===== config.mk =====
export PLATFORM = sky130hd
export DESIGN_NAME = rxq_index_tracker
export DESIGN_NICKNAME = d
export VERILOG_FILES = /design/src/rtl/rxq_pkg.sv /design/src/rtl/rxq_store_gate.sv /design/src/rtl/rxq_ack_decode.sv /design/src/rtl/rxq_event_gen.sv /design/src/rtl/rxq_index_tracker.sv
export SDC_FILE = /design/constraint.sdc
export NUM_CORES = 1
export LEC_CHECK = 0
export BUFFER_PORTS_ARGS = -buffer_cell sky130_fd_sc_hd__buf_2
export CAP_MARGIN = 30
export CORE_AREA = 2 2 100 78
export DETAILED_ROUTE_END_ITERATION = 10
export DIE_AREA = 0 0 102 80
export GPL_TIMING_DRIVEN = 0
export PLACE_DENSITY = 0.91
export SETUP_SLACK_MARGIN = 0.05
export SYNTH_ARGS = -nofsm -noshare
export SYNTH_HDL_FRONTEND = slang
export SYNTH_SLANG_ARGS = --single-unit

===== constraint.sdc =====
create_clock -name clk -period 5.9 [get_ports clk]
set_input_delay 0.295 -clock clk [delete_from_list [all_inputs] [get_ports clk]]
set_output_delay 0.295 -clock clk [all_outputs]
set_load 0.01 [all_outputs]

===== src/rtl/rxq_pkg.sv =====
package rxq_pkg;
  localparam int IDX_W = 6;
  localparam int LVL_W = IDX_W + 1;

  localparam int ST_LVL_LSB  = 0;
  localparam int ST_GET_LSB  = 8;
  localparam int ST_PUT_LSB  = 16;
  localparam int ST_FULL_BIT = 24;
  localparam int ST_LOST_BIT = 25;

  typedef logic [IDX_W-1:0] idx_t;
  typedef logic [LVL_W-1:0] lvl_t;

  // Next slot after i in a ring of the given size.
  function automatic idx_t idx_step(idx_t i, lvl_t size);
    lvl_t n;
    n = {1'b0, i} + lvl_t'(1);
    return (n >= size) ? '0 : n[IDX_W-1:0];
  endfunction

  // Number of elements from 'from' up to and including 'to' around the ring.
  function automatic lvl_t span_len(idx_t from, idx_t to, lvl_t size);
    lvl_t f;
    lvl_t t;
    f = {1'b0, from};
    t = {1'b0, to};
    return (t >= f) ? (t - f + lvl_t'(1)) : (t + size - f + lvl_t'(1));
  endfunction

  function automatic logic [31:0] pack_status(lvl_t lvl, idx_t get, idx_t put,
                                              logic full, logic lost);
    logic [31:0] w;
    w = '0;
    w[ST_LVL_LSB +: LVL_W] = lvl;
    w[ST_GET_LSB +: IDX_W] = get;
    w[ST_PUT_LSB +: IDX_W] = put;
    w[ST_FULL_BIT]         = full;
    w[ST_LOST_BIT]         = lost;
    return w;
  endfunction
endpackage


===== src/rtl/rxq_store_gate.sv =====
module rxq_store_gate
  import rxq_pkg::*;
(
  input  logic clk,
  input  logic rst_n,
  input  logic store_req,
  input  logic apply,
  input  lvl_t size,
  input  lvl_t lvl,
  output logic accept,
  output logic drop
);
  logic room;

  assign room   = (size != '0) && (lvl < size);
  assign accept = store_req && !apply && room;
  assign drop   = store_req && !apply && !room;

  // a request is either taken or dropped, never both
  a_r3_accept_excl: assert property (@(posedge clk) disable iff (!rst_n)
    !(accept && drop));
endmodule


===== src/rtl/rxq_ack_decode.sv =====
module rxq_ack_decode
  import rxq_pkg::*;
(
  input  logic ack_wr,
  input  logic apply,
  input  idx_t ack_idx,
  input  idx_t get_cur,
  input  lvl_t lvl,
  input  lvl_t size,
  output logic rel_ok,
  output lvl_t rel_cnt,
  output idx_t get_nxt
);
  logic in_range;

  assign in_range = ({1'b0, ack_idx} < size);
  assign rel_cnt  = span_len(get_cur, ack_idx, size);
  assign get_nxt  = idx_step(ack_idx, size);
  assign rel_ok   = ack_wr && !apply && (lvl != '0) && in_range && (rel_cnt <= lvl);
endmodule


===== src/rtl/rxq_event_gen.sv =====
module rxq_event_gen
  import rxq_pkg::*;
(
  input  logic clk,
  input  logic rst_n,
  input  logic apply,
  input  logic accept,
  input  logic drop,
  input  lvl_t lvl_cur,
  input  lvl_t lvl_nxt,
  input  lvl_t size,
  input  lvl_t wm,
  output logic ev_new,
  output logic ev_wmark,
  output logic ev_full,
  output logic ev_lost
);
  logic hit_wm;
  logic hit_full;

  assign hit_wm   = (wm != '0) && (lvl_nxt == wm) && (lvl_cur != wm);
  assign hit_full = (size != '0) && (lvl_nxt == size) && (lvl_cur != size);

  always_ff @(posedge clk) begin
    if (!rst_n || apply) begin
      ev_new   <= 1'b0;
      ev_wmark <= 1'b0;
      ev_full  <= 1'b0;
      ev_lost  <= 1'b0;
    end else begin
      ev_new   <= accept;
      ev_wmark <= hit_wm;
      ev_full  <= hit_full;
      ev_lost  <= drop;
    end
  end

  // no watermark event while the watermark is 0
  a_r10_wm_nonzero: assert property (@(posedge clk) disable iff (!rst_n)
    ev_wmark |-> (wm != '0));
  // a drop and an accept never pulse together
  a_r4_lost_excl: assert property (@(posedge clk) disable iff (!rst_n)
    !(ev_lost && ev_new));
endmodule


===== src/rtl/rxq_index_tracker.sv =====
module rxq_index_tracker
  import rxq_pkg::*;
#(
  parameter int DEPTH = 64
) (
  input  logic        clk,
  input  logic        rst_n,
  input  logic        cfg_apply,
  input  logic [6:0]  cfg_size,
  input  logic [6:0]  cfg_wmark,
  input  logic        store_req,
  output logic [5:0]  put_idx,
  input  logic        ack_wr,
  input  logic [5:0]  ack_idx,
  output logic [31:0] status,
  output logic        ev_new,
  output logic        ev_wmark,
  output logic        ev_full,
  output logic        ev_lost
);
  localparam lvl_t CAP = lvl_t'(DEPTH);

  lvl_t size_q, wm_q, lvl_q, lvl_nxt, rel_cnt, size_in;
  idx_t put_q, get_q, get_nxt;
  logic lost_q, accept, drop, rel_ok, full_now;

  assign size_in  = (cfg_size > CAP) ? CAP : cfg_size;
  assign full_now = (size_q != '0) && (lvl_q == size_q);

  rxq_store_gate u_gate (
    .clk(clk), .rst_n(rst_n), .store_req(store_req), .apply(cfg_apply),
    .size(size_q), .lvl(lvl_q), .accept(accept), .drop(drop)
  );

  rxq_ack_decode u_ack (
    .ack_wr(ack_wr), .apply(cfg_apply), .ack_idx(ack_idx), .get_cur(get_q),
    .lvl(lvl_q), .size(size_q), .rel_ok(rel_ok), .rel_cnt(rel_cnt),
    .get_nxt(get_nxt)
  );

  always_comb begin
    lvl_nxt = lvl_q;
    if (accept) lvl_nxt = lvl_nxt + lvl_t'(1);
    if (rel_ok) lvl_nxt = lvl_nxt - rel_cnt;
  end

  always_ff @(posedge clk) begin
    if (!rst_n) begin
      size_q <= '0;
      wm_q   <= '0;
      put_q  <= '0;
      get_q  <= '0;
      lvl_q  <= '0;
      lost_q <= 1'b0;
    end else if (cfg_apply) begin
      size_q <= size_in;
      wm_q   <= cfg_wmark;
      put_q  <= '0;
      get_q  <= '0;
      lvl_q  <= '0;
      lost_q <= 1'b0;
    end else begin
      if (accept) put_q <= idx_step(put_q, size_q);
      if (rel_ok) get_q <= get_nxt;
      lvl_q <= lvl_nxt;
      if (drop) lost_q <= 1'b1;
    end
  end

  rxq_event_gen u_ev (
    .clk(clk), .rst_n(rst_n), .apply(cfg_apply), .accept(accept), .drop(drop),
    .lvl_cur(lvl_q), .lvl_nxt(lvl_nxt), .size(size_q), .wm(wm_q),
    .ev_new(ev_new), .ev_wmark(ev_wmark), .ev_full(ev_full), .ev_lost(ev_lost)
  );

  assign put_idx = put_q;
  assign status  = pack_status(lvl_q, get_q, put_q, full_now, lost_q);

  // level never exceeds the configured size
  a_r3_level_bound: assert property (@(posedge clk) disable iff (!rst_n)
    lvl_q <= size_q);
  // reconfiguration leaves an empty, clean queue
  a_r2_apply_clears: assert property (@(posedge clk) disable iff (!rst_n)
    cfg_apply |=> (lvl_q == '0) && (put_q == '0) && (get_q == '0) && !lost_q);
  // a dropped store leaves put index and level alone and sets lost
  a_r4_drop_holds: assert property (@(posedge clk) disable iff (!rst_n)
    (drop && !rel_ok) |=> $stable(put_q) && $stable(lvl_q) && lost_q);
  // lost flag is sticky until reconfiguration
  a_r4_lost_sticky: assert property (@(posedge clk) disable iff (!rst_n)
    (lost_q && !cfg_apply) |=> lost_q);
  // a rejected acknowledge changes nothing
  a_r6_ack_ignored: assert property (@(posedge clk) disable iff (!rst_n)
    (ack_wr && !rel_ok && !accept && !cfg_apply) |=> $stable(get_q) && $stable(lvl_q));
  // store plus single-element release keeps the level
  a_r7_paired_level: assert property (@(posedge clk) disable iff (!rst_n)
    (accept && rel_ok && rel_cnt == lvl_t'(1)) |=> $stable(lvl_q));
  // full event coincides with a full queue
  a_r9_full_event: assert property (@(posedge clk) disable iff (!rst_n)
    ev_full |-> status[ST_FULL_BIT]);
endmodule


[Word-level counts from Yosys, hierarchy flattened]
Cells that the tools add are included.
Widths: inputs -> output; s select.
Cells by class
  order comparisons: 7
  multipliers: 0
  multiplexer cells: 6
  $add $sub $neg: 9
  reductions and logical operators: 21
  equality and inequality tests: 5
  shift operators: 0
  bitwise operators: 1
  divide/modulo/power cells: 0
Operators by type and width (count)
  $mux 7: 4
  $add 7x1->7 const B: 3
  $eq 7x7->1: 3
  $reduce_bool 7->1: 3
  $add 6x1->7 const B: 2
  $ge 7x7->1: 2
  $ne 7x7->1: 2
  $logic_and 1x1->1: 13
  $mux 6: 2
  $add 6x7->7: 1
  $gt 7x7->1 const B: 1
  $le 7x7->1: 1
  $lt 6x7->1: 1
  $lt 7x7->1: 1
  $sub 6x6->7: 1
  $sub 7x6->7: 1
  $sub 7x7->7: 1
  $ge 6x6->1: 1
  $logic_not 1->1: 3
  $reduce_or 2->1: 1
  $logic_or 1x1->1: 1
  $not 1->1: 1
Word-level totals
  memories: 0
  output and inout port bits: 42
  register bits after elaboration: 38
  bits of input ports: 25
  RAM bits: 0
  memory bits (read-only): 0
  latch bits: 0
  logic and storage cells: 59

[Logic depth before layout (Yosys ltp)]
Gate-level depths: netlist (run 1).
  word-level depth: 10
  mapped depth: 22
  depth with buffers taken out: 22

[Modules after synthesis]
From an unflattened synthesis (run 1), not the netlist that was laid out.
Second synthesis, totals
  cells, all modules: 509
  area total of the unflattened synthesis: 4264.1 um^2
Modules (own cells, without submodules)
  rxq_index_tracker: cells an instance 253, seq. area each 680.7 um^2, instances 1, area an instance 2217.1 um^2
  rxq_ack_decode: cells an instance 180, seq. area each 0.0 um^2, instances 1, area an instance 1423.9 um^2
  rxq_event_gen: cells an instance 53, seq. area each 80.1 um^2, instances 1, area an instance 439.2 um^2
  rxq_store_gate: cells an instance 23, seq. area each 0.0 um^2, instances 1, area an instance 183.9 um^2

[Worst setup path after synthesis (run 1)]
No wires, ideal clock.
  kind: reg-to-reg
  from: register size_q[0]
  to: register u_ev.ev_full
  stages on the path, launching flop included: 21
  setup time: 0.088 ns
  path buffers: 0
  path slack: 1.560 ns
  clock period less this slack: 4.340 ns
  arrival time: 4.252 ns
  required time: 5.812 ns
  cell sequence: dfxtp_1 -> inv_1 -> fa_1 -> inv_1 -> ha_1 -> nor2_1 -> fa_1 -> nor2b_1 -> o31a_1 -> o21a_1 -> nor2_1 -> xnor2_1 -> mux2i_1 -> ha_1 -> nand4_1 -> o22ai_1 -> nand4_2 -> mux2i_4 -> xnor2_1 -> or4_1 -> nor4_2
Between the ends
  longest elaborated chain between the ends: 10
  elaborated cells between the ends (all ways): 19
  classes of those cells: 4 x add/sub; 3 x order compare; 2 x eq/ne; 3 x mux; 7 x reduce/logical
RTL lines
  from (decl): line rxq_index_tracker.sv:23  | lvl_t size_q, wm_q, lvl_q, lvl_nxt, rel_cnt, size_in;
  from (signal assigned): line rxq_index_tracker.sv:56  | size_q <= size_in;
  $add 6x7->7: line rxq_pkg.sv:27  | return (t >= f) ? (t - f + lvl_t'(1)) : (t + size - f + lvl_t'(1));
  $sub 7x6->7: line rxq_pkg.sv:27
  $add 7x1->7: line rxq_pkg.sv:27
  $mux 7: line rxq_pkg.sv:27
  $le 7x7->1: line rxq_ack_decode.sv:19  | assign rel_ok = ack_wr && !apply && (lvl != '0) && in_range && (rel_cnt <= lvl);
  $logic_and 1x1->1: line rxq_ack_decode.sv:19
  $mux 7: line rxq_index_tracker.sv:44  | if (rel_ok) lvl_nxt = lvl_nxt - rel_cnt;
  $eq 7x7->1: line rxq_event_gen.sv:22  | assign hit_full = (size != '0) && (lvl_nxt == size) && (lvl_cur != size);
  $logic_and 1x1->1: line rxq_event_gen.sv:22
  $logic_and 1x1->1 (*): line rxq_event_gen.sv:22
  to (signal assigned): line rxq_event_gen.sv:33  | ev_full <= hit_full;
  to (decl): line rxq_event_gen.sv:15  | output logic ev_full,
Mark *: on every way between the ends. The rest lies on a longest branch, timed or not.
A chain may end at the register's enable or synchronous reset.

[Worst setup path after layout (run 1)]
  from: register size_q[0]
  to: register u_ev.ev_wmark
Between the ends
  longest elaborated chain between the ends: 10
  elaborated cells between the ends (all ways): 18
  classes of those cells: 4 x add/sub; 3 x order compare; 1 x eq/ne; 3 x mux; 7 x reduce/logical
RTL lines
  $add 6x7->7: line rxq_pkg.sv:27
  $sub 7x6->7: line rxq_pkg.sv:27
  $add 7x1->7: line rxq_pkg.sv:27
  $mux 7: line rxq_pkg.sv:27
  $le 7x7->1: line rxq_ack_decode.sv:19
  $logic_and 1x1->1: line rxq_ack_decode.sv:19
  $mux 7 (*): line rxq_index_tracker.sv:44
  $eq 7x7->1 (*): line rxq_event_gen.sv:21  | assign hit_wm = (wm != '0) && (lvl_nxt == wm) && (lvl_cur != wm);
  $logic_and 1x1->1 (*) (2 in series): line rxq_event_gen.sv:21
  to (signal assigned): line rxq_event_gen.sv:32  | ev_wmark <= hit_wm;
  to (decl): line rxq_event_gen.sv:14  | output logic ev_wmark,
Marked as above.

==> flow_metrics.py, run 1 <==
metrics = {
    "floorplanning": {
        "die_area_sq_um": 8160,
        "dieWidth_um": 102,
        "fp.dieH_um": 80,
        "core_sq_um": 7162,
        "num_io_pins": 67,
        "start_util_pct": 55.99,
        "fp-row-count": 27,
    },
    "timing": {
        "period_needed_ns": 5.482,
        "tns_ns": 0,
        "setup_slack_ns": 0.4181,
        "tightest_slew_ns": 0.8109,
        "fin_crit_sh_pct": 92.91,
        "finalSetupViolCount": 0,
        "max_freq_ghz": 0.1824,
        "hold_viol_final": 0,
        "rsz0062_at_grt": "no",
        "relSlewSlack_pct": 45.62,
        "drv_slew": 0,
        "skew_ns": 0.01194,
    },
    "detailed_routing": {
        "firstDrtPassIters": 5,
        "wire_per_inst_um": 17.18,
        "viasPerCell": 5.625,
        "drcViolationCount": 0,
        "ant_nets": 0,
        "drt-total-wl_um": 10810,
        "vias": 3538,
        "first_iter_violations": 237,
    },
    "final_layout": {
        "layout-drive-gt1-share_pct": 18.94,
        "area_delta_synth_final_pct": 14.41,
        "diodes": 0,
        "nets": 626,
        "final_util_pct": 64.06,
        "seq_area_sq_um": 760.7,
        "multi_input_area_sq_um": 2912,
        "fillerInstances": 582,
    },
    "job": {
        "maxCapViolations": 0,
    },
    "worst_setup_path": {
        "worstPathRequired_ns": 6.12,
        "crit_slowest_cell": "fa_1",
        "cp_top_family": "adder cells",
        "critical_path_depth": 22,
        "cp-end-kind": "register",
        "critPathMaxFanout": 10,
        "worstSetupPathType": "reg2reg",
        "r2r_cells": 22,
        "slowest_delay_ns": 0.56,
        "cp-start-kind": "register",
        "cp.buffers_inverters": 3,
        "critical_path_arrival_ns": 5.70,
        "crit_path_cell_trace": "inv_1 > fa_1 > inv_1 > ha_1 > nor2_1 > fa_1 > nor2b_1 > o31a_1 > o21a_1 > nor2_1 > xnor2_1 > mux2i_1 > ha_1 > o21ai_0 > o21bai_1 > o22ai_1 > nand4_2 > clkbuf_2 > mux2i_1 > xnor2_1 > nand4_1 > nor3_1",
    },
    "cts": {
        "clock_latency_ns": 0.30,
        "clock_path_buffers": 2,
        "root_buffer": "clkbuf_8",
        "cts_tree": "yes",
        "cts.sinks": 38,
        "clk_pin_slew_ns": 0.09,
        "h-tree-depth": 2,
        "post_cts_buffers": 0,
        "cts_made_buffers": 5,
    },
    "place": {
        "gp_congestion": 0.9018,
        "hpwl_um": 8450,
        "io_buffer_count": 55,
        "dp_slack_ns": 0.4365,
    },
    "logic_synthesis": {
        "async_flop_share_pct": 0,
        "synth_cell_types": 55,
        "seq_area_frac_synth_pct": 18.97,
        "synth_edf_count": 0,
        "syn-instance-count": 455,
        "syn_area_sq_um": 4010,
        "ys_ff_latch": 38,
        "synth_ff_type": "dfxtp_1",
        "avgSynthCellArea_sq_um": 8.813,
        "ys_warn_count": 0,
    },
    "global_routing": {
        "grt.total_usage_pct": 27.64,
        "grt_pass1_vias": 3711,
        "antenna_found_initial": 0,
        "grt_max_degree": 14,
        "grt_overflow": 0,
        "grt_pass1_wl_um": 17330,
    },
    "min_path": {
        "min_path_cells": 3,
        "hold_path.class": "in2reg",
    },
    "power_and_ir_drop": {
        "p_leak_nw": 2.265,
        "ir_worst_vdd_mv": 0.1030,
        "power_density_nw_per_um2": 175.7,
        "p_total_mw": 0.8061,
    },
    "run_status": {
        "status": "finished, final reports clean",
    },
}
-- worst min-delay path, delay by kind of cell --
family | cells | cell delay (ns)
buffers and inverters | 1 | 0.07
muxes | 1 | 0.05
and+or+nand+nor | 1 | 0.10
-- path summary, 6_finish.rpt --
check	to	from	slack, ns
worst min register to register	lost_q$_SDFFE_PP0P_	lost_q$_SDFFE_PP0P_	0.48
worst min-delay path	wm_q[1]$_SDFFE_PN0P_	cfg_wmark[1]	0.26
worst max-delay path	u_ev.ev_wmark$_SDFF_PP0_	size_q[0]$_SDFFE_PN0P_	0.42
worst max register to register	u_ev.ev_wmark$_SDFF_PP0_	size_q[0]$_SDFFE_PN0P_	0.42
-- layer usage --
metal / track usage [%] / wire (um) / vias up
li1: - / - / 1689
met1: 31.44 / 4326 / 1623
met4: 15.73 / 546 / 0
met3: 6.130 / 806 / 55
met2: 47.63 / 5126 / 171
met5: 0 / 0 / -
-- area by class of cell --
class	instances	area share, %
flip-flops and latches	38	16.58
clock buffers	5	1.500
well taps	101	2.754
inverters	51	4.172
clock inverters	3	1.500
repair buffers	55	5.999
plain buffers	28	4.036
multi-input cells	348	63.46
-- synthesized netlist by cell type (all sizes together), types with 3 or more instances --
cell	instances	area share (%)
ha	64	20
inv	51	4.8
dfxtp	38	19
xnor2	32	7.2
nor2	23	2.2
buf	21	3.9
nor2b	18	2.8
a21oi	17	2.2
nand2	17	1.8
o21ai	16	2.1
xor2	14	3.1
mux2i	13	3.9
nand3	13	1.6
and2	11	1.7
fa	10	5.0
a21o	9	1.7
nand4	8	1.4
o21a	8	1.5
clkbuf	7	0.66
nor4	7	1.8
nand2b	6	0.94
nor3	6	0.75
o22ai	6	0.94
a22oi	5	0.94
a211oi	4	0.75
a41o	4	1.0
mux2	4	1.2
o21bai	4	0.75
nand3b	3	0.56
-- through the flow --
step | instances | area [sq um] | hold slack (ns)
CTS | 629 | 4587 | 0.2584
finish | 629 | 4588 | 0.2556
global route | 629 | 4588 | 0.2751
floorplan | 465 | 4048 | 0.4232
global placement | 621 | 4449 | 0.4513
detailed placement | 621 | 4449 | 0.4687
-- sequential cells by signal, summed over array words and instances, names as in the netlist --
name	flops
get_q	6
u_ev.ev_wmark	1
put_idx	6
wm_q	7
lost_q	1
u_ev.ev_lost	1
u_ev.ev_new	1
lvl_q	7
u_ev.ev_full	1
size_q	7
-- what timing repair did --
| action | in CTS | in global routing |
|---|---|---|
| hold buffers | 0 | 0 |
| setup endpoints to repair | 0 | 2 |
| resized for setup | 0 | 2 |
-- where the power goes --
part	internal [mW]	total, mW	switching [mW]
Sequential	0.263	0.272	0.00933
Clock	0.170	0.277	0.107
Combinational	0.115	0.257	0.141
Total	0.548	0.806	0.258
-- kinds of logic after synthesis --
logic type	share of synthesized area [%]
and+or+nand+nor	16.85
AOI/OAI and AO/OA	13.32
buffers and inverters	9.360
adders and majority gates	24.96
xor gates and xnor gates	11.36
DFF	18.97
muxes	5.086
other	0.09351
-- cells in the final DEF (no fill, tap or decap), types with 5 or more instances in the layout --
cell type  instances
and2_1            11
o21ai_0            9
clkbuf_8           5
nor3_1             6
nand2b_1           6
mux2i_1           11
xnor2_1           31
nor2_1            23
buf_2             55
inv_1             51
conb_1            11
nand2_1           16
o22ai_1            6
a21o_1             9
nand4_1            7
fa_1              10
ha_1              64
clkbuf_1           6
nand3_1           13
xor2_1            14
o21a_1             8
o21ai_1            6
a21oi_1           16
dfxtp_1           38
a22oi_1            5
nor2b_1           18
buf_4             19
Power figures use the tool's default switching activity.
==> run 2: changes to the inputs <==
- CORE_AREA: 2 2 100 78 -> 2 2 102 79
- DIE_AREA: 0 0 102 80 -> 0 0 104 81
- PLACE_DENSITY: 0.91 -> 0.93
- SYNTH_HIERARCHICAL: not set -> 1
==> run 2 against run 1 <==
Worst hold slack improved by 0.0089 ns. Sequential power increased by 1%. Synthesized area up 6.3%. Routed wire length up 5.3%. Worst setup slack got worse by 0.23 ns. Cell area rose by 5.5%. First-iteration DRC count rose by 43%. Count of clock-buffer cells in the layout increased by 1. Largest cell class unchanged. Largest power group is now sequential cells. Highest routed layer unchanged.
==> flow_metrics.py, run 2 <==
metrics = {
    "cts": {
        "clock_latency_ns": 0.29,
        "clock_path_buffers": 2,
        "post_cts_buffers": 0,
        "holdBufCountCts": 0,
        "clk_pin_slew_ns": 0.08,
        "cts.sinks": 38,
        "root_buffer": "clkbuf_8",
        "cts_tree": "yes",
        "cts_made_buffers": 5,
        "h-tree-depth": 2,
    },
    "logic_synthesis": {
        "yosysTopAreaCell": "dfxtp_1",
        "synthTopCellsByArea": "dfxtp_1 18%, ha_1 18%, xnor2_1 8.0%",
        "synth_edf_count": 0,
        "seq_area_frac_synth_pct": 17.84,
        "async_flop_share_pct": 0,
        "synth_top_area_share_pct": 17.84,
        "ys_warn_count": 6,
        "ys_ff_latch": 38,
        "yosysMostFrequentCell": "inv_1",
        "synth_cell_types": 56,
        "syn_area_sq_um": 4264,
        "synth_ff_type": "dfxtp_1",
        "avgSynthCellArea_sq_um": 8.377,
        "syn-instance-count": 509,
        "synth_common_cells": "66 x inv_1, 60 x ha_1, 39 x xnor2_1, 38 x dfxtp_1, 29 x nor2_1",
    },
    "worst_setup_path": {
        "crit_path_frequent_cell": "a21oi_1",
        "slowest_delay_ns": 0.72,
        "worstSetupPathType": "reg2reg",
        "critical_path_arrival_ns": 5.86,
        "critPathMaxFanout": 12,
        "worstPathRequired_ns": 6.04,
        "crit_slowest_cell": "dfxtp_1",
        "cp.buffers_inverters": 3,
        "crit_path_cell_trace": "inv_1 > fa_1 > inv_1 > ha_1 > a211oi_1 > o21bai_1 > a21oi_1 > xor2_1 > mux2i_1 > ha_1 > a21o_1 > a21oi_1 > a21oi_1 > a211oi_2 > buf_2 > nor2_1 > mux2i_1 > nand3_1 > xnor2_1 > nand4_1 > nor4_1",
        "cp_top_family": "compound AO/OA/AOI/OAI gates",
        "cp-start-kind": "register",
        "cp-end-kind": "register",
    },
    "final_layout": {
        "diodes": 0,
        "final_cell_mix": "66 x inv_1, 60 x buf_2, 60 x ha_1, 38 x xnor2_1, 37 x dfxtp_1",
        "layout_commonest_cell": "inv_1",
        "area_delta_synth_final_pct": 13.47,
        "final_area_sq_um": 4838,
        "layout-drive-gt1-share_pct": 17.21,
        "fillerInstances": 602,
        "nets": 676,
        "reg_top3": "lvl_q: 7 flops, size_q: 7 flops, wm_q: 7 flops",
    },
    "place": {
        "dp_slack_ns": 0.08093,
        "io_buffer_count": 55,
        "gp_congestion": 0.9407,
        "dpl_cell_area_sq_um": 4708,
        "hpwl_um": 8686,
    },
    "timing": {
        "drv_slew": 0,
        "max_freq_ghz": 0.1750,
        "setup_slack_ns": 0.1841,
        "finalSetupViolCount": 0,
        "period_needed_ns": 5.716,
        "relSlewSlack_pct": 56.39,
        "fin_crit_sh_pct": 96.88,
        "skew_ns": 0.005737,
        "hold_viol_final": 0,
        "tightest_slew_ns": 0.6533,
    },
    "floorplanning": {
        "dieWidth_um": 104,
        "core_sq_um": 7567,
        "num_io_pins": 67,
        "fp.dieH_um": 81,
        "start_util_pct": 56.35,
        "die_area_sq_um": 8424,
        "fp-row-count": 28,
    },
    "detailed_routing": {
        "drt-total-wl_um": 11370,
        "ant_nets": 0,
        "vias": 4045,
        "drcViolationCount": 0,
        "first_iter_violations": 340,
        "wire_per_inst_um": 16.58,
        "firstDrtPassIters": 5,
        "viasPerCell": 5.897,
    },
    "global_routing": {
        "grt.total_usage_pct": 27.22,
        "grt_pass1_wl_um": 18550,
        "grt_overflow": 0,
        "grt_max_degree": 13,
        "antenna_found_initial": 0,
        "grt_pass1_vias": 3948,
    },
    "power_and_ir_drop": {
        "power_density_nw_per_um2": 157.8,
        "p_leak_nw": 2.294,
        "ir_worst_vdd_mv": 0.1196,
    },
    "job": {
        "maxCapViolations": 0,
    },
    "min_path": {
        "hold_path.class": "in2reg",
    },
    "run_status": {
        "status": "finished, final reports clean",
    },
}
==> run 2: changes by cell type in the layout (fill, tap and decap cells not counted), sizes merged, moves of 6 or more <==
cell and change:
mux2i +6, nor3b +7, nor2 +6, xnor2 +7, inv +15
==> run 2: per-layer routing <==
layer  part of all wire (%)  wire (um)  track usage, %
met5                      0          0               0
met4                    3.2        360           10.27
met3                    8.1        922           4.254
met2                     47       5291           48.55
met1                     42       4799           33.67
==> run 2: cells by family (layout without fill, tap and decap cells) <==
| group | count (synthesis) | after routing | share of synthesized area (%) |
|---|---|---|---|
| buf+inv | 93 | 155 | 10.01 |
| flops | 38 | 38 | 17.84 |
| simple gates | 130 | 130 | 17.02 |
| fa+ha+maj | 70 | 70 | 22.30 |
| other cells | 1 | 11 | 0.08794 |
| compound gates | 97 | 97 | 15.58 |
| xor+xnor | 58 | 58 | 11.91 |
| mux | 22 | 22 | 5.252 |
==> run 2: path summary, 6_finish.rpt <==
path | end | slack, ns | depth (start not counted) | start
setup / recovery | u_ev/ev_full$_SDFF_PP0_ | 0.18 | 21 | size_q[0]$_SDFFE_PN0P_
hold / removal | wm_q[6]$_SDFFE_PN0P_ | 0.26 | 3 | cfg_wmark[6]
setup reg to reg | u_ev/ev_full$_SDFF_PP0_ | 0.18 | 21 | size_q[0]$_SDFFE_PN0P_
hold reg to reg | lost_q$_SDFFE_PP0P_ | 0.49 | 2 | lost_q$_SDFFE_PP0P_
==> run 2: final cells by class <==
type / instances / area (sq um) / share of cell area (%)
inverter: 66 / 247.7 / 5.120
tap: 105 / 131.4 / 2.715
timing repair buffer: 55 / 275.3 / 5.689
clock buffer: 6 / 82.58 / 1.707
multi-input combinational: 388 / 3131 / 64.70
sequential: 38 / 762.0 / 15.75
clock inverter: 1 / 30.03 / 0.6206
buffer: 27 / 178.9 / 3.698
==> run 2: what timing repair did <==
action	4_1_cts	5_1_grt
hold endpoints to repair	0	0
endpoints found under the setup margin	1	2
resized for setup	1	3
==> run 2: worst min-delay path: stages <==
cell	delay, ns
buf_2	0.08
mux2i_1	0.06
nor2b_1	0.09
==> run 2: power by group <==
part	total [mW]	switching, mW	internal, mW	leakage, nW
Sequential	0.276	0.0135	0.263	0.309
Clock	0.228	0.0931	0.135	0.0573
Combinational	0.259	0.144	0.115	1.93
Total	0.764	0.250	0.513	2.29
==> run 2: metrics by stage <==
stage	hold WS (ns)	std cells	power (mW)	utilization (%)	setup TNS [ns]
after floorplan	0.4232	519	0.4655	-	0
after global placement	0.4571	679	0.5121	62.22	0
after detailed placement	0.4839	679	0.5276	62.22	0
after CTS	0.2568	686	0.7559	63.77	0
after global routing	0.2821	686	0.8050	63.94	-0.01072
final	0.2645	686	0.7635	63.94	0
==> run 3: changes to the inputs <==
- GPL_TIMING_DRIVEN: 0 -> not set
==> run 3 against run 2 <==
Largest cell class unchanged. Via count decreased by 3.0%. Global-route usage is 0.78 points lower. Maximum frequency grew 4.5%. Power increased by 0.14%. Sequential power hardly changed. Die area did not move.
==> flow_metrics.py, run 3 (synthesis gave the netlist of run 2 again) <==
metrics = {
    "detailed_routing": {
        "firstDrtPassIters": 6,
        "drt-total-wl_um": 11330,
        "wire_per_inst_um": 16.91,
        "vias": 3924,
        "drcViolationCount": 0,
        "first_iter_violations": 323,
        "ant_nets": 0,
        "viasPerCell": 5.857,
    },
    "timing": {
        "skew_ns": 0.009798,
        "rsz0062_at_grt": "no",
        "relSlewSlack_pct": 51.45,
        "max_freq_ghz": 0.1828,
        "hold_viol_final": 0,
        "finalSetupViolCount": 0,
        "drv_slew": 0,
        "fin_crit_sh_pct": 92.71,
        "tightest_slew_ns": 0.7283,
        "period_needed_ns": 5.470,
        "tns_ns": 0,
    },
    "cts": {
        "h-tree-depth": 2,
        "holdBufCountCts": 0,
        "cts_made_buffers": 5,
        "clock_latency_ns": 0.30,
        "clock_path_buffers": 2,
        "clk_pin_slew_ns": 0.08,
        "cts_tree": "yes",
        "root_buffer": "clkbuf_8",
        "cts.sinks": 38,
    },
    "power_and_ir_drop": {
        "p_leak_nw": 2.221,
        "swShare_pct": 33.52,
        "ir_worst_vdd_mv": 0.1077,
        "p_clk_share_pct": 30.4,
        "power_density_nw_per_um2": 161.0,
        "internal_power_mw": 0.5083,
        "p_switching_mw": 0.2563,
        "p_comb_share_pct": 33.6,
        "p_seq_share_pct": 36.0,
    },
    "floorplanning": {
        "dieWidth_um": 104,
        "core_sq_um": 7567,
        "fp.dieH_um": 81,
        "die_area_sq_um": 8424,
        "fp-row-count": 28,
        "start_util_pct": 56.35,
        "num_io_pins": 67,
    },
    "worst_setup_path": {
        "cp-end-kind": "register",
        "rr_startpoint": "size_q[2]$_SDFFE_PN0P_",
        "worstPathRequired_ns": 6.07,
        "r2r_slack_ns": 0.43,
        "critical_path_arrival_ns": 5.64,
        "worstReg2RegEnd": "u_ev/ev_full$_SDFF_PP0_",
        "worstSetupPathType": "reg2reg",
        "critPathMaxFanout": 9,
        "r2r_cells": 20,
        "cp-start-kind": "register",
    },
    "final_layout": {
        "fillerInstances": 644,
        "final_area_sq_um": 4748,
        "layout_commonest_cell": "inv_1",
        "reg_top3": "lvl_q: 7 flops, size_q: 7 flops, wm_q: 7 flops",
        "final_cell_mix": "66 x inv_1, 60 x ha_1, 55 x buf_2, 38 x xnor2_1, 38 x dfxtp_1",
        "seq_area_sq_um": 760.7,
        "layout-drive-gt1-share_pct": 15.22,
        "diodes": 0,
        "multi_input_area_sq_um": 3138,
        "nets": 660,
        "area_delta_synth_final_pct": 11.36,
    },
    "global_routing": {
        "antenna_found_initial": 0,
        "grt_pass1_vias": 3704,
        "grt_max_degree": 27,
        "grt_pass1_wl_um": 17880,
        "grt.total_usage_pct": 26.44,
        "grt_overflow": 0,
    },
    "min_path": {
        "holdPathEnd": "wm_q[6]$_SDFFE_PN0P_",
        "min_path_cells": 3,
        "min_from": "cfg_wmark[6]",
        "hold_path.class": "in2reg",
    },
    "job": {
        "maxCapViolations": 0,
    },
    "place": {
        "hpwl_um": 8771,
        "io_buffer_count": 55,
        "dpl_cell_area_sq_um": 4594,
        "gp_congestion": 0.9354,
    },
    "run_status": {
        "status": "finished, final reports clean",
    },
}
## run 3: area by class of cell
cell class / instances / share of cell area (%)
Timing Repair Buffer: 66 / 7.536
Sequential cell: 38 / 16.02
Tap cell: 105 / 2.767
Inverter: 66 / 5.217
Clock buffer: 6 / 1.739
Multi-Input combinational cell: 388 / 66.09
Clock inverter: 1 / 0.6324
## run 3: how the worst max path moves through the flow
stage          slack [ns]                 endpoint                    from
2_1_floorplan        1.29  u_ev/ev_full$_SDFF_PP0_  size_q[2]$_SDFFE_PN0P_
3_3_place_gp         0.77  u_ev/ev_full$_SDFF_PP0_  size_q[2]$_SDFFE_PN0P_
3_5_place_dp         0.45  u_ev/ev_full$_SDFF_PP0_  size_q[2]$_SDFFE_PN0P_
4_1_cts              0.29  u_ev/ev_full$_SDFF_PP0_  size_q[2]$_SDFFE_PN0P_
5_1_grt              0.10  u_ev/ev_full$_SDFF_PP0_  size_q[2]$_SDFFE_PN0P_
6_report             0.43  u_ev/ev_full$_SDFF_PP0_  size_q[2]$_SDFFE_PN0P_
## run 3: critical path: stages (launching register included)
cell and delay (ns):
dfxtp_1 0.60, inv_1 0.17, fa_1 0.53, inv_1 0.04
ha_1 0.37, a211oi_2 0.29, o21bai_1 0.14, a21oi_2 0.17
xnor2_1 0.11, mux2i_2 0.30, ha_1 0.31, a21oi_1 0.17
nand3b_1 0.14, a211oi_4 0.39, buf_4 0.18, nor4b_1 0.22
o21ai_0 0.14, nor3b_2 0.20, xnor2_2 0.30, o2111ai_1 0.21
nor4_1 0.37
## run 3: layer usage
layer	vias to the layer above	GRT usage [%]	part of all wire (%)
met5	-	0	0
met4	0	10.27	2.7
met2	200	43.82	46
met1	1839	34.55	44
met3	45	5.056	7.7
li1	1840	-	-
## run 3: repair_timing
item	in CTS	in global routing
setup buffers	0	3
setup endpoints to repair	0	2
resized for setup	0	3
hold endpoints to repair	0	0
## run 3: power groups by stage
| stage | Combinational, mW | Sequential [mW] | Clock [mW] |
|---|---|---|---|
| floorplan | 0.188 | 0.278 | 0 |
| global placement | 0.230 | 0.280 | 0 |
| detailed placement | 0.245 | 0.280 | 0 |
| CTS | 0.248 | 0.274 | 0.236 |
| global route | 0.284 | 0.276 | 0.246 |
| finish | 0.257 | 0.275 | 0.233 |
## run 3: stage by stage
step                hold slack [ns]  setup slack, ns  instances  total power, mW  utilization [%]
floorplan                    0.4232            1.291        519           0.4655                -
global placement             0.4592           0.7721        660           0.5103            60.71
detailed placement           0.4756           0.4487        660           0.5254            60.71
CTS                          0.2479           0.2938        667           0.7586            62.20
global route                 0.2625           0.1009        670           0.8056            62.75
finish                       0.2575           0.4299        670           0.7646            62.75
